**src/rtl/i2cseq_pkg.sv**
```systemverilog
package i2cseq_pkg;

  typedef enum logic [2:0] {
    EV_IDLE, EV_START, EV_RSTART, EV_STOP, EV_RX, EV_ACK, EV_TX
  } evKind_t;

  typedef enum logic [2:0] {
    SDA_REL, SDA_LOW, SDA_HOLD, SDA_DATA, SDA_ACK
  } sdaSel_t;

  typedef struct packed {
    logic    lineUpd;
    logic    sclLow;
    sdaSel_t sdaSel;
    logic    cfgWr;
    logic    loadTx;
    logic    shift;
    logic    ackSample;
    logic    rxDone;
    logic    done;
  } strobe_t;

  localparam int CMD_W   = 5;
  localparam int BYTE_W  = 8;

endpackage

```
**src/rtl/i2cseq_ctrl.sv**
```systemverilog
module i2cseq_ctrl
  import i2cseq_pkg::*;
#(
  parameter int PHASE_CLKS = 4
) (
  input  logic              clk,
  input  logic              rstN,
  input  logic              ctrlWrEn,
  input  logic [7:0]        ctrlWrData,
  input  logic              txWrEn,
  output logic              busy,
  output logic [CMD_W-1:0]  cmdBits,
  output strobe_t           strb
);
  localparam int DIV_W = $clog2(PHASE_CLKS) + 1;
  localparam int BIT_W = $clog2(BYTE_W + 1) + 1;

  evKind_t          ev, newEv;
  logic [1:0]       step;
  logic [BIT_W-1:0] bitCnt;
  logic [DIV_W-1:0] divCnt;
  logic             tick, isLast, finishing, cmdHit, isByte;

  assign busy      = (ev != EV_IDLE);
  assign tick      = (divCnt == DIV_W'(PHASE_CLKS - 1));
  assign cmdHit    = ctrlWrEn && (|ctrlWrData[CMD_W-1:0]);
  assign isByte    = (ev == EV_TX) || (ev == EV_RX) || (ev == EV_ACK);
  assign finishing = busy && tick && isLast;

  // lowest command bit wins; a command beats a buffer write
  always_comb begin
    newEv = EV_IDLE;
    if (ctrlWrEn && ctrlWrData[0])      newEv = EV_START;
    else if (ctrlWrEn && ctrlWrData[1]) newEv = EV_RSTART;
    else if (ctrlWrEn && ctrlWrData[2]) newEv = EV_STOP;
    else if (ctrlWrEn && ctrlWrData[3]) newEv = EV_RX;
    else if (ctrlWrEn && ctrlWrData[4]) newEv = EV_ACK;
    else if (txWrEn)                    newEv = EV_TX;
  end

  always_comb begin
    case (ev)
      EV_START:  isLast = (step == 2'd2);
      EV_RSTART: isLast = (step == 2'd3);
      EV_STOP:   isLast = (step == 2'd2);
      EV_TX:     isLast = (step == 2'd2) && (bitCnt == BIT_W'(BYTE_W));
      EV_RX:     isLast = (step == 2'd2) && (bitCnt == BIT_W'(BYTE_W - 1));
      EV_ACK:    isLast = (step == 2'd2) && (bitCnt == '0);
      default:   isLast = 1'b0;
    endcase
  end

  always_ff @(posedge clk) begin
    if (!rstN) begin
      ev     <= EV_IDLE;
      step   <= '0;
      bitCnt <= '0;
      divCnt <= '0;
    end else if (!busy) begin
      ev     <= newEv;
      step   <= '0;
      bitCnt <= '0;
      divCnt <= '0;
    end else if (tick) begin
      divCnt <= '0;
      if (isLast) begin
        ev <= EV_IDLE;
      end else if (isByte && step == 2'd2) begin
        step   <= '0;
        bitCnt <= bitCnt + 1'b1;
      end else begin
        step <= step + 1'b1;
      end
    end else begin
      divCnt <= divCnt + 1'b1;
    end
  end

  always_comb begin
    strb           = '0;
    strb.sdaSel    = SDA_HOLD;
    strb.lineUpd   = busy;
    strb.cfgWr     = ctrlWrEn && !busy;
    strb.loadTx    = txWrEn && !busy && !cmdHit;
    strb.done      = finishing;
    strb.rxDone    = finishing && (ev == EV_RX);
    strb.shift     = tick && (step == 2'd1) && ((ev == EV_TX) || (ev == EV_RX))
                     && (bitCnt < BIT_W'(BYTE_W));
    strb.ackSample = tick && (step == 2'd1) && (ev == EV_TX) && (bitCnt == BIT_W'(BYTE_W));
    case (ev)
      EV_START: begin
        strb.sclLow = (step == 2'd2);
        strb.sdaSel = (step == 2'd0) ? SDA_REL : SDA_LOW;
      end
      EV_RSTART: begin
        strb.sclLow = (step == 2'd0) || (step == 2'd3);
        strb.sdaSel = (step < 2'd2) ? SDA_REL : SDA_LOW;
      end
      EV_STOP: begin
        strb.sclLow = (step == 2'd0);
        strb.sdaSel = (step == 2'd2) ? SDA_REL : SDA_LOW;
      end
      EV_TX, EV_RX, EV_ACK: begin
        strb.sclLow = (step != 2'd1);
        if (step == 2'd0) begin
          if (ev == EV_ACK)                             strb.sdaSel = SDA_ACK;
          else if (ev == EV_TX && bitCnt < BIT_W'(BYTE_W)) strb.sdaSel = SDA_DATA;
          else                                          strb.sdaSel = SDA_REL;
        end
      end
      default: strb.sclLow = 1'b0;
    endcase
  end

  assign cmdBits = {ev == EV_ACK, ev == EV_RX, ev == EV_STOP, ev == EV_RSTART, ev == EV_START};

endmodule

```
**src/rtl/i2cseq_datapath.sv**
```systemverilog
module i2cseq_datapath
  import i2cseq_pkg::*;
(
  input  logic              clk,
  input  logic              rstN,
  input  strobe_t           strb,
  input  logic [7:0]        ctrlWrData,
  input  logic [BYTE_W-1:0] txWrData,
  input  logic              sdaIn,
  input  logic              rxRead,
  output logic              sclLow,
  output logic              sdaLow,
  output logic              spareEn,
  output logic              ackVal,
  output logic              ackStat,
  output logic [BYTE_W-1:0] rxBuf,
  output logic              rxFull,
  output logic              donePulse
);
  logic [BYTE_W-1:0] shiftReg;
  logic              sdaTarget;

  always_comb begin
    case (strb.sdaSel)
      SDA_REL:  sdaTarget = 1'b0;
      SDA_LOW:  sdaTarget = 1'b1;
      SDA_DATA: sdaTarget = ~shiftReg[BYTE_W-1];
      SDA_ACK:  sdaTarget = ~ackVal;
      default:  sdaTarget = sdaLow;
    endcase
  end

  always_ff @(posedge clk) begin
    if (!rstN) begin
      sclLow    <= 1'b0;
      sdaLow    <= 1'b0;
      spareEn   <= 1'b0;
      ackVal    <= 1'b0;
      ackStat   <= 1'b0;
      shiftReg  <= '0;
      rxBuf     <= '0;
      rxFull    <= 1'b0;
      donePulse <= 1'b0;
    end else begin
      donePulse <= strb.done;
      if (strb.lineUpd) begin
        sclLow <= strb.sclLow;
        sdaLow <= sdaTarget;
      end
      if (strb.cfgWr) begin
        spareEn <= ctrlWrData[7];
        ackVal  <= ctrlWrData[5];
      end
      if (strb.loadTx)         shiftReg <= txWrData;
      else if (strb.shift)     shiftReg <= {shiftReg[BYTE_W-2:0], sdaIn};
      if (strb.ackSample)      ackStat  <= sdaIn;
      if (strb.rxDone) begin
        rxBuf  <= shiftReg;
        rxFull <= 1'b1;
      end else if (rxRead) begin
        rxFull <= 1'b0;
      end
    end
  end

endmodule

```
**src/rtl/i2cseq_top.sv**
```systemverilog
module i2cseq_top
  import i2cseq_pkg::*;
#(
  parameter int PHASE_CLKS = 4
) (
  input  logic       clk,
  input  logic       rstN,
  input  logic       ctrlWrEn,
  input  logic [7:0] ctrlWrData,
  output logic [7:0] ctrlRdData,
  input  logic       txWrEn,
  input  logic [7:0] txWrData,
  output logic [7:0] rxData,
  output logic       rxFull,
  input  logic       rxRead,
  input  logic       sdaIn,
  output logic       sclDriveLow,
  output logic       sdaDriveLow,
  output logic       busy,
  output logic       done
);
  strobe_t          strb;
  logic [CMD_W-1:0] cmdBits;
  logic             spareEn, ackVal, ackStat;

  i2cseq_ctrl #(.PHASE_CLKS(PHASE_CLKS)) u_ctrl (
    .clk        (clk),
    .rstN       (rstN),
    .ctrlWrEn   (ctrlWrEn),
    .ctrlWrData (ctrlWrData),
    .txWrEn     (txWrEn),
    .busy       (busy),
    .cmdBits    (cmdBits),
    .strb       (strb)
  );

  i2cseq_datapath u_dp (
    .clk        (clk),
    .rstN       (rstN),
    .strb       (strb),
    .ctrlWrData (ctrlWrData),
    .txWrData   (txWrData),
    .sdaIn      (sdaIn),
    .rxRead     (rxRead),
    .sclLow     (sclDriveLow),
    .sdaLow     (sdaDriveLow),
    .spareEn    (spareEn),
    .ackVal     (ackVal),
    .ackStat    (ackStat),
    .rxBuf      (rxData),
    .rxFull     (rxFull),
    .donePulse  (done)
  );

  assign ctrlRdData = {spareEn, ackStat, ackVal, cmdBits};

endmodule

```
**config.mk**
```make
export PLATFORM = sky130hd
export DESIGN_NAME = i2cseq_top
export DESIGN_NICKNAME = d
export VERILOG_FILES = /design/src/rtl/i2cseq_pkg.sv /design/src/rtl/i2cseq_ctrl.sv /design/src/rtl/i2cseq_datapath.sv /design/src/rtl/i2cseq_top.sv
export SDC_FILE = /design/constraint.sdc
export NUM_CORES = 1
export LEC_CHECK = 0
export ABC_CLOCK_PERIOD_IN_PS = 2100
export BUFFER_PORTS_ARGS = -buffer_cell sky130_fd_sc_hd__buf_2
export CAP_MARGIN = 40
export CORE_MARGIN = 1.5
export CORE_UTILIZATION = 53
export DETAILED_ROUTE_END_ITERATION = 8
export PLACE_DENSITY = 0.8
export SYNTH_ARGS = -nofsm -noshare
export SYNTH_HDL_FRONTEND = slang
export SYNTH_SLANG_ARGS = --single-unit
```
**constraint.sdc**
```tcl
create_clock -name clk -period 2.1 [get_ports clk]
set_input_delay 0.105 -clock clk [delete_from_list [all_inputs] [get_ports clk]]
set_output_delay 0.105 -clock clk [all_outputs]
set_load 0.05 [all_outputs]
```
==> impl_metrics.ini, run 1 <==
[status]
status = finished clean

[detailed_routing]
wirelength_mm = 4.32
postRouteAntennaNets = 0
drc = 0
drtIter0Drc = 76
dr.pass1.iters = 4
wl_per_cell_um = 13.6
vias = 1690
routed_via_density = 5.31

[timing]
max_slew_margin = 0.589
finalHoldViolCount = 0
rsz0062_at_grt = yes
setup_viol = 0
finalCritPeriodShare = 0.981
drv_slew = 0
skew_ps = 9.63
max_freq_ghz = 0.485
setup_ws_ps = 39.6
max_slew.worst_pin.slew_ps = 611
min_period_ps = 2060

[synth]
postSynthCellCount = 211
synth_top_area_frac = 0.374
synth.avg_cell_area_um2 = 9.14
synth_top_area_cell = dfxtp_1
synth.area.top_cells = dfxtp_1 37%, mux2i_1 9.3%, ha_1 5.2%
synth_area_um2 = 1930
async_flop_share = 0
yosys_warnings = 0
synth_seq_cells = 36
yosysSeqAreaShare = 0.374
synth_nets = 241
synth_edf_count = 0
netlist-cell-type-count = 46
ys.flop_type = dfxtp_1

[global_route]
grt_pass1_wl_mm = 6.94
grt_overflow_total = 0
grt_max_degree = 30
use_met1 = 0.259
grtUsageMet3 = 0.0804
grt_antenna_before_repair = 0
use_met2 = 0.356
grt_pass1_vias = 1612
grt-busiest-layer = met2
grt_usage = 0.222

[floorplanning]
num_rows = 21
fp.coreArea_um2 = 3420
pin_count = 43
die_h_um = 63.3
die_area_um2 = 4010
die_w_um = 63.3
start_util = 0.564

[clock_tree]
cts_buffers = 5
htree_levels = 2
cts_num_sinks = 36
cts.clk_slew.worst_paths_ps = 110
clock_latency_ps = 350
cts_tree = built
cts-root-buf = clkbuf_4
clockBufferDepth = 2

[critical_path]
worstSetupPathType = reg -> reg
reg2reg_depth = 9
reg2reg_slack_ps = 40
cp_slowest_stage_delay_ps = 500
required_ps = 2380
r2r_start = u_ctrl.bitCnt[1]$_SDFFE_PN0P_
worstPathCellList = inv_1, ha_1, or4bb_4, o22ai_4, buf_6, nor3_1, buf_4, nand2b_1, a31oi_1
cp-start-kind = register
end_kind = register
r2r-end = u_ctrl.step[1]$_SDFFE_PN0P_
cp_max_fo = 5
critical_path.slowest_cell = or4bb_4
crit_arrival_ps = 2340

[hold_path]
whs_endpoint = u_dp.rxFull$_SDFFE_PN0P_
hold_depth = 3
hp-class = in -> reg
hp-start = rxRead

[power_and_ir_drop]
leakage_nw = 1.11
p_per_area_nw_per_um2 = 711
ir_worst_vdd_v = 0.000481

[final_layout]
syn2layout_area_growth_pct = 26.0
fin_util = 0.711
fin_nets = 301
diodes = 0
drive_above_1_share = 0.279

[placed_design]
hpwl_mm = 2.93
port_buffers = 41
place.gp.congestion = 0.831
post-place-ws_ps = 50.7

[flow_run]
maxCapViolations = 0
==> critical path: cells and delay by family, from the launching register on <==
kind,cells,cell delay [ps]
flip-flops,1,350
AND/OR/NAND/NOR,3,700
adder cells (fa/ha/maj),1,180
buffers and inverters,3,360
AO/OA/AOI/OAI,2,390
==> cell usage in the layout (no fill, tap or decap), types with 2 or more instances in the layout <==
cell type      Yosys  routed
a21oi_1            6       6
nand3b_1           4       4
xnor2_1            4       4
o21ai_0            7       7
a31oi_1            3       3
clkbuf_4           0       5
or3_1              2       2
nor3_1             8       7
inv_1             10      10
buf_4              3      12
and3_1             2       2
ha_1               8       8
buf_6              0       2
buf_2              4      42
nor4_1             2       2
dfxtp_1           36      35
dlygate4sd3_1      0       9
nor2b_1           13      13
nand2_1           20      20
o211a_1            7       7
nand2b_1           3       3
and2_1             2       2
nand3_1            6       6
o21a_1             2       2
a21boi_0           4       4
mux2i_1           18      18
nor2_1            10      10
==> cells in the mapped netlist (all sizes together), types with 2 or more instances <==
cell type  number
dfxtp          36
nand2          20
mux2i          18
nor2b          13
nor2           11
inv            10
nor3            9
ha              8
buf             7
nand3           7
o211a           7
o21ai           7
a21oi           6
clkbuf          5
a21boi          4
nand3b          4
xnor2           4
a31oi           3
nand2b          3
a211oi          2
and2            2
and3            2
nor4            2
o2111ai         2
o21a            2
o22ai           2
or3             2
==> area by class of cell <==
| cell class | instances | area [um^2] |
|---|---|---|
| clock buffer | 6 | 41.3 |
| clock inverter | 2 | 35.0 |
| fill | 283 | 986 |
| inverter | 10 | 37.5 |
| multi-input combinational | 153 | 1120 |
| sequential | 36 | 722 |
| tap | 46 | 57.6 |
| timing repair buffer | 65 | 413 |
==> cell families (layout without fill, tap and decap cells) <==
| group | after synthesis | in the layout | share of synthesized area |
|---|---|---|---|
| AO/OA/AOI/OAI | 40 | 40 | 0.164 |
| XOR/XNOR | 4 | 4 | 0.0182 |
| AND/OR/NAND/NOR | 82 | 82 | 0.236 |
| adder cells (fa/ha/maj) | 8 | 8 | 0.0519 |
| buffers and inverters | 22 | 83 | 0.0513 |
| multiplexers | 19 | 19 | 0.105 |
| flip-flops | 36 | 36 | 0.374 |
==> what timing repair did <==
action | CTS | global route
hold endpoints to repair | 9 | 0
setup endpoints to repair | 0 | 10
buffers inserted | 0 | 3
resized for setup | 0 | 6
hold buffers | 9 | 0
==> metrics by stage <==
stage	hold WS (ps)	power, mW	cells	setup TNS, ps	cell area [um^2]
after global placement	348	1.22	297	0	2220
after floorplan	261	1.11	211	0	1930
after detailed placement	357	1.22	297	0	2220
after CTS	0.443	1.71	314	0	2380
after global routing	19.1	1.81	318	-158	2430
final	5.71	1.73	318	0	2430
==> flip-flops by register name (all words and copies together) (netlist names), 2 cells and up <==
register       cells
u_ctrl.bitCnt      5
u_ctrl.ev          3
u_dp.shiftReg      8
u_ctrl.divCnt      3
u_dp.rxBuf         8
u_ctrl.step        2
==> how the worst max path moves through the flow <==
stage	start	endpoint	slack, ps	depth (start not counted)
after CTS	u_ctrl.bitCnt[1]$_SDFFE_PN0P_	u_dp.rxBuf[1]$_SDFFE_PN0P_	30	8
after detailed placement	u_ctrl.bitCnt[1]$_SDFFE_PN0P_	u_dp.rxBuf[1]$_SDFFE_PN0P_	50	8
after floorplan	u_ctrl.ev[2]$_SDFFE_PN0P_	u_dp.rxBuf[0]$_SDFFE_PN0P_	10	7
final	u_ctrl.bitCnt[1]$_SDFFE_PN0P_	u_ctrl.step[1]$_SDFFE_PN0P_	40	9
after global routing	u_ctrl.bitCnt[1]$_SDFFE_PN0P_	u_ctrl.step[1]$_SDFFE_PN0P_	-70	9
after global placement	u_ctrl.bitCnt[1]$_SDFFE_PN0P_	u_dp.rxBuf[1]$_SDFFE_PN0P_	100	8
==> report_power, final <==
| group | total (mW) | switching (mW) | internal [mW] |
|---|---|---|---|
| Sequential | 0.765 | 0.0379 | 0.727 |
| Combinational | 0.477 | 0.293 | 0.184 |
| Clock | 0.486 | 0.236 | 0.249 |
| Total | 1.73 | 0.567 | 1.16 |
==> per-layer routing <==
metal / wire length [um] / vias to the layer above
met5: 0 / -
met2: 2090 / 34
met4: 74 / 0
li1: - / 871
met3: 188 / 5
met1: 1970 / 780
Power figures use the tool's default switching activity.
==> run 2: changes to the inputs <==
--- a/config.mk
+++ b/config.mk
@@ -8,10 +8,10 @@
 export ABC_CLOCK_PERIOD_IN_PS = 2100
 export BUFFER_PORTS_ARGS = -buffer_cell sky130_fd_sc_hd__buf_2
 export CAP_MARGIN = 40
-export CORE_MARGIN = 1.5
 export CORE_UTILIZATION = 53
 export DETAILED_ROUTE_END_ITERATION = 8
 export PLACE_DENSITY = 0.8
+export SETUP_SLACK_MARGIN = 0.5
 export SYNTH_ARGS = -nofsm -noshare
 export SYNTH_HDL_FRONTEND = slang
 export SYNTH_SLANG_ARGS = --single-unit
==> run 2 against run 1 <==
Compared with the run above:
- sequential power increased by 1%
- final cell count rose by 0.94%
- utilization is 5.5 points higher
- die area decreased by 3.1%
- sequential cell count stayed put
- clock skew rose by 1.9 ps
- hold slack gained 5.4 ps
- fmax rose by 4.4%
- combinational power rose by 19%
- final area is 7.8% higher
- power increased by 5.9%
==> impl_metrics.ini, run 2 (synthesized netlist as in run 1, its figures left out) <==
[clock_tree]
cts.clk_slew.worst_paths_ps = 110
cts_buffers = 5
cts-root-buf = clkbuf_4
clockBufferDepth = 2
cts_tree = built
htree_levels = 2
clock_latency_ps = 350
cts_num_sinks = 36

[final_layout]
fin_util = 0.767
drive_above_1_share = 0.375
final_common_cell = buf_2
fin_area_um2 = 2620
layout_common_cells = 37 x buf_2, 31 x dfxtp_1, 19 x nand2_1
diodes = 0
fin_nets = 304
stdcell_count = 321
syn2layout_area_growth_pct = 35.8
fillers = 237
reg_top3 = u_dp.rxBuf x8, u_dp.shiftReg x8, u_ctrl.bitCnt x5

[floorplanning]
die_area_um2 = 3880
fp.coreArea_um2 = 3420
die_h_um = 62.3
start_util = 0.564
die_w_um = 62.3
pin_count = 43
num_rows = 21

[detailed_routing]
drc = 0
routed_via_density = 5.69
wirelength_mm = 5.02
dr.pass1.iters = 5
drtIter0Drc = 106
wl_per_cell_um = 15.6
postRouteAntennaNets = 0
vias = 1827

[placed_design]
place.gp.congestion = 0.776
port_buffers = 41
placed_area_um2 = 2270
hpwl_mm = 3.07
placedCellCount = 294

[critical_path]
worstPathCellList = inv_2, ha_4, or4bb_4, o22ai_4, buf_4, buf_6, o21a_1, o21ai_0, a21oi_1
critical_path.slowest_cell = or4bb_4
crit_family = compound AO/OA/AOI/OAI gates
end_kind = register
worstSetupPathType = reg -> reg
cp-start-kind = register
crit_buf_inv = 3
required_ps = 2380
cp_slowest_stage_delay_ps = 470
cp_max_fo = 4
crit_arrival_ps = 2260

[timing]
setup_viol = 0
max_slew_margin = 0.696
finalHoldViolCount = 0
finalCritPeriodShare = 0.940
skew_ps = 11.5
max_slew.worst_pin.slew_ps = 456
totalNegativeSetupSlack_ps = 0
max_freq_ghz = 0.507
drv_slew = 0
min_period_ps = 1970
rsz0062_at_grt = yes

[power_and_ir_drop]
ir_worst_vdd_v = 0.000472
leakage_nw = 1.18
p_per_area_nw_per_um2 = 699
finalPower_mw = 1.83

[status]
status = finished clean

[flow_run]
maxCapViolations = 0

[global_route]
grt_pass1_vias = 1696
grt_usage = 0.264
grt_max_degree = 30
grt_antenna_before_repair = 0
grt_pass1_wl_mm = 7.92
grt_overflow_total = 0

[hold_path]
hp-class = in -> reg
-- run 2: cell type report --
type                    count  area (um^2)  area share
clock inverters             2         35.0      0.0134
well taps                  46         57.6      0.0220
repair buffers             68          468       0.179
multi-input cells         153         1250       0.478
clock buffers               6         41.3      0.0158
inverters                  10         37.5      0.0143
flip-flops and latches     36          727       0.278
-- run 2: report_power, final --
group	leakage (nW)	switching (mW)	internal (mW)
clock network	0.0422	0.239	0.250
registers	0.295	0.0449	0.730
logic	0.844	0.340	0.227
total	1.18	0.624	1.21
-- run 2: worst paths after layout --
kind | startpoint | endpoint | slack [ps] | cells past startpoint
worst min register to register | u_ctrl.divCnt[0]$_SDFF_PP0_ | u_ctrl.divCnt[0]$_SDFF_PP0_ | 440 | 1
worst max register to register | u_ctrl.bitCnt[1]$_SDFFE_PN0P_ | u_ctrl.step[0]$_SDFFE_PN0P_ | 130 | 9
worst min-delay path | txWrData[7] | u_dp.shiftReg[7]$_SDFFE_PN0P_ | 10 | 2
worst max-delay path | u_ctrl.bitCnt[1]$_SDFFE_PN0P_ | u_ctrl.step[0]$_SDFFE_PN0P_ | 130 | 9
-- run 2: layer usage --
layer	vias up	global-route usage	routed length, um
li1	876	-	-
met1	872	0.325	2150
met2	64	0.423	2380
met3	15	0.0790	324
met4	0	0.122	157
met5	-	0	0
-- run 2: what timing repair did --
action                                  4_1_cts  5_1_grt
gates cloned                                  2        0
hold endpoints to repair                      8        0
setup buffers                                 5        4
pin swaps                                     2        5
endpoints found under the setup margin       33       37
hold buffers                                  8        0
gates resized for setup                      13       18
-- run 2: worst register-to-register path: cells and delay by family (launching register included) --
family / cells / cell delay, ps
AND/OR/NAND/NOR: 1 / 470
adder cells (fa/ha/maj): 1 / 130
buffers and inverters: 3 / 310
flip-flops: 1 / 350
AO/OA/AOI/OAI: 4 / 630
-- run 2: stage by stage --
| stage | hold WS (ps) | setup WS (ps) |
|---|---|---|
| after CTS | 0.238 | 175 |
| after detailed placement | 353 | 93.1 |
| after global placement | 351 | 119 |
| final | 11.1 | 127 |
| after floorplan | 261 | 229 |
| after global routing | 7.84 | 51.1 |
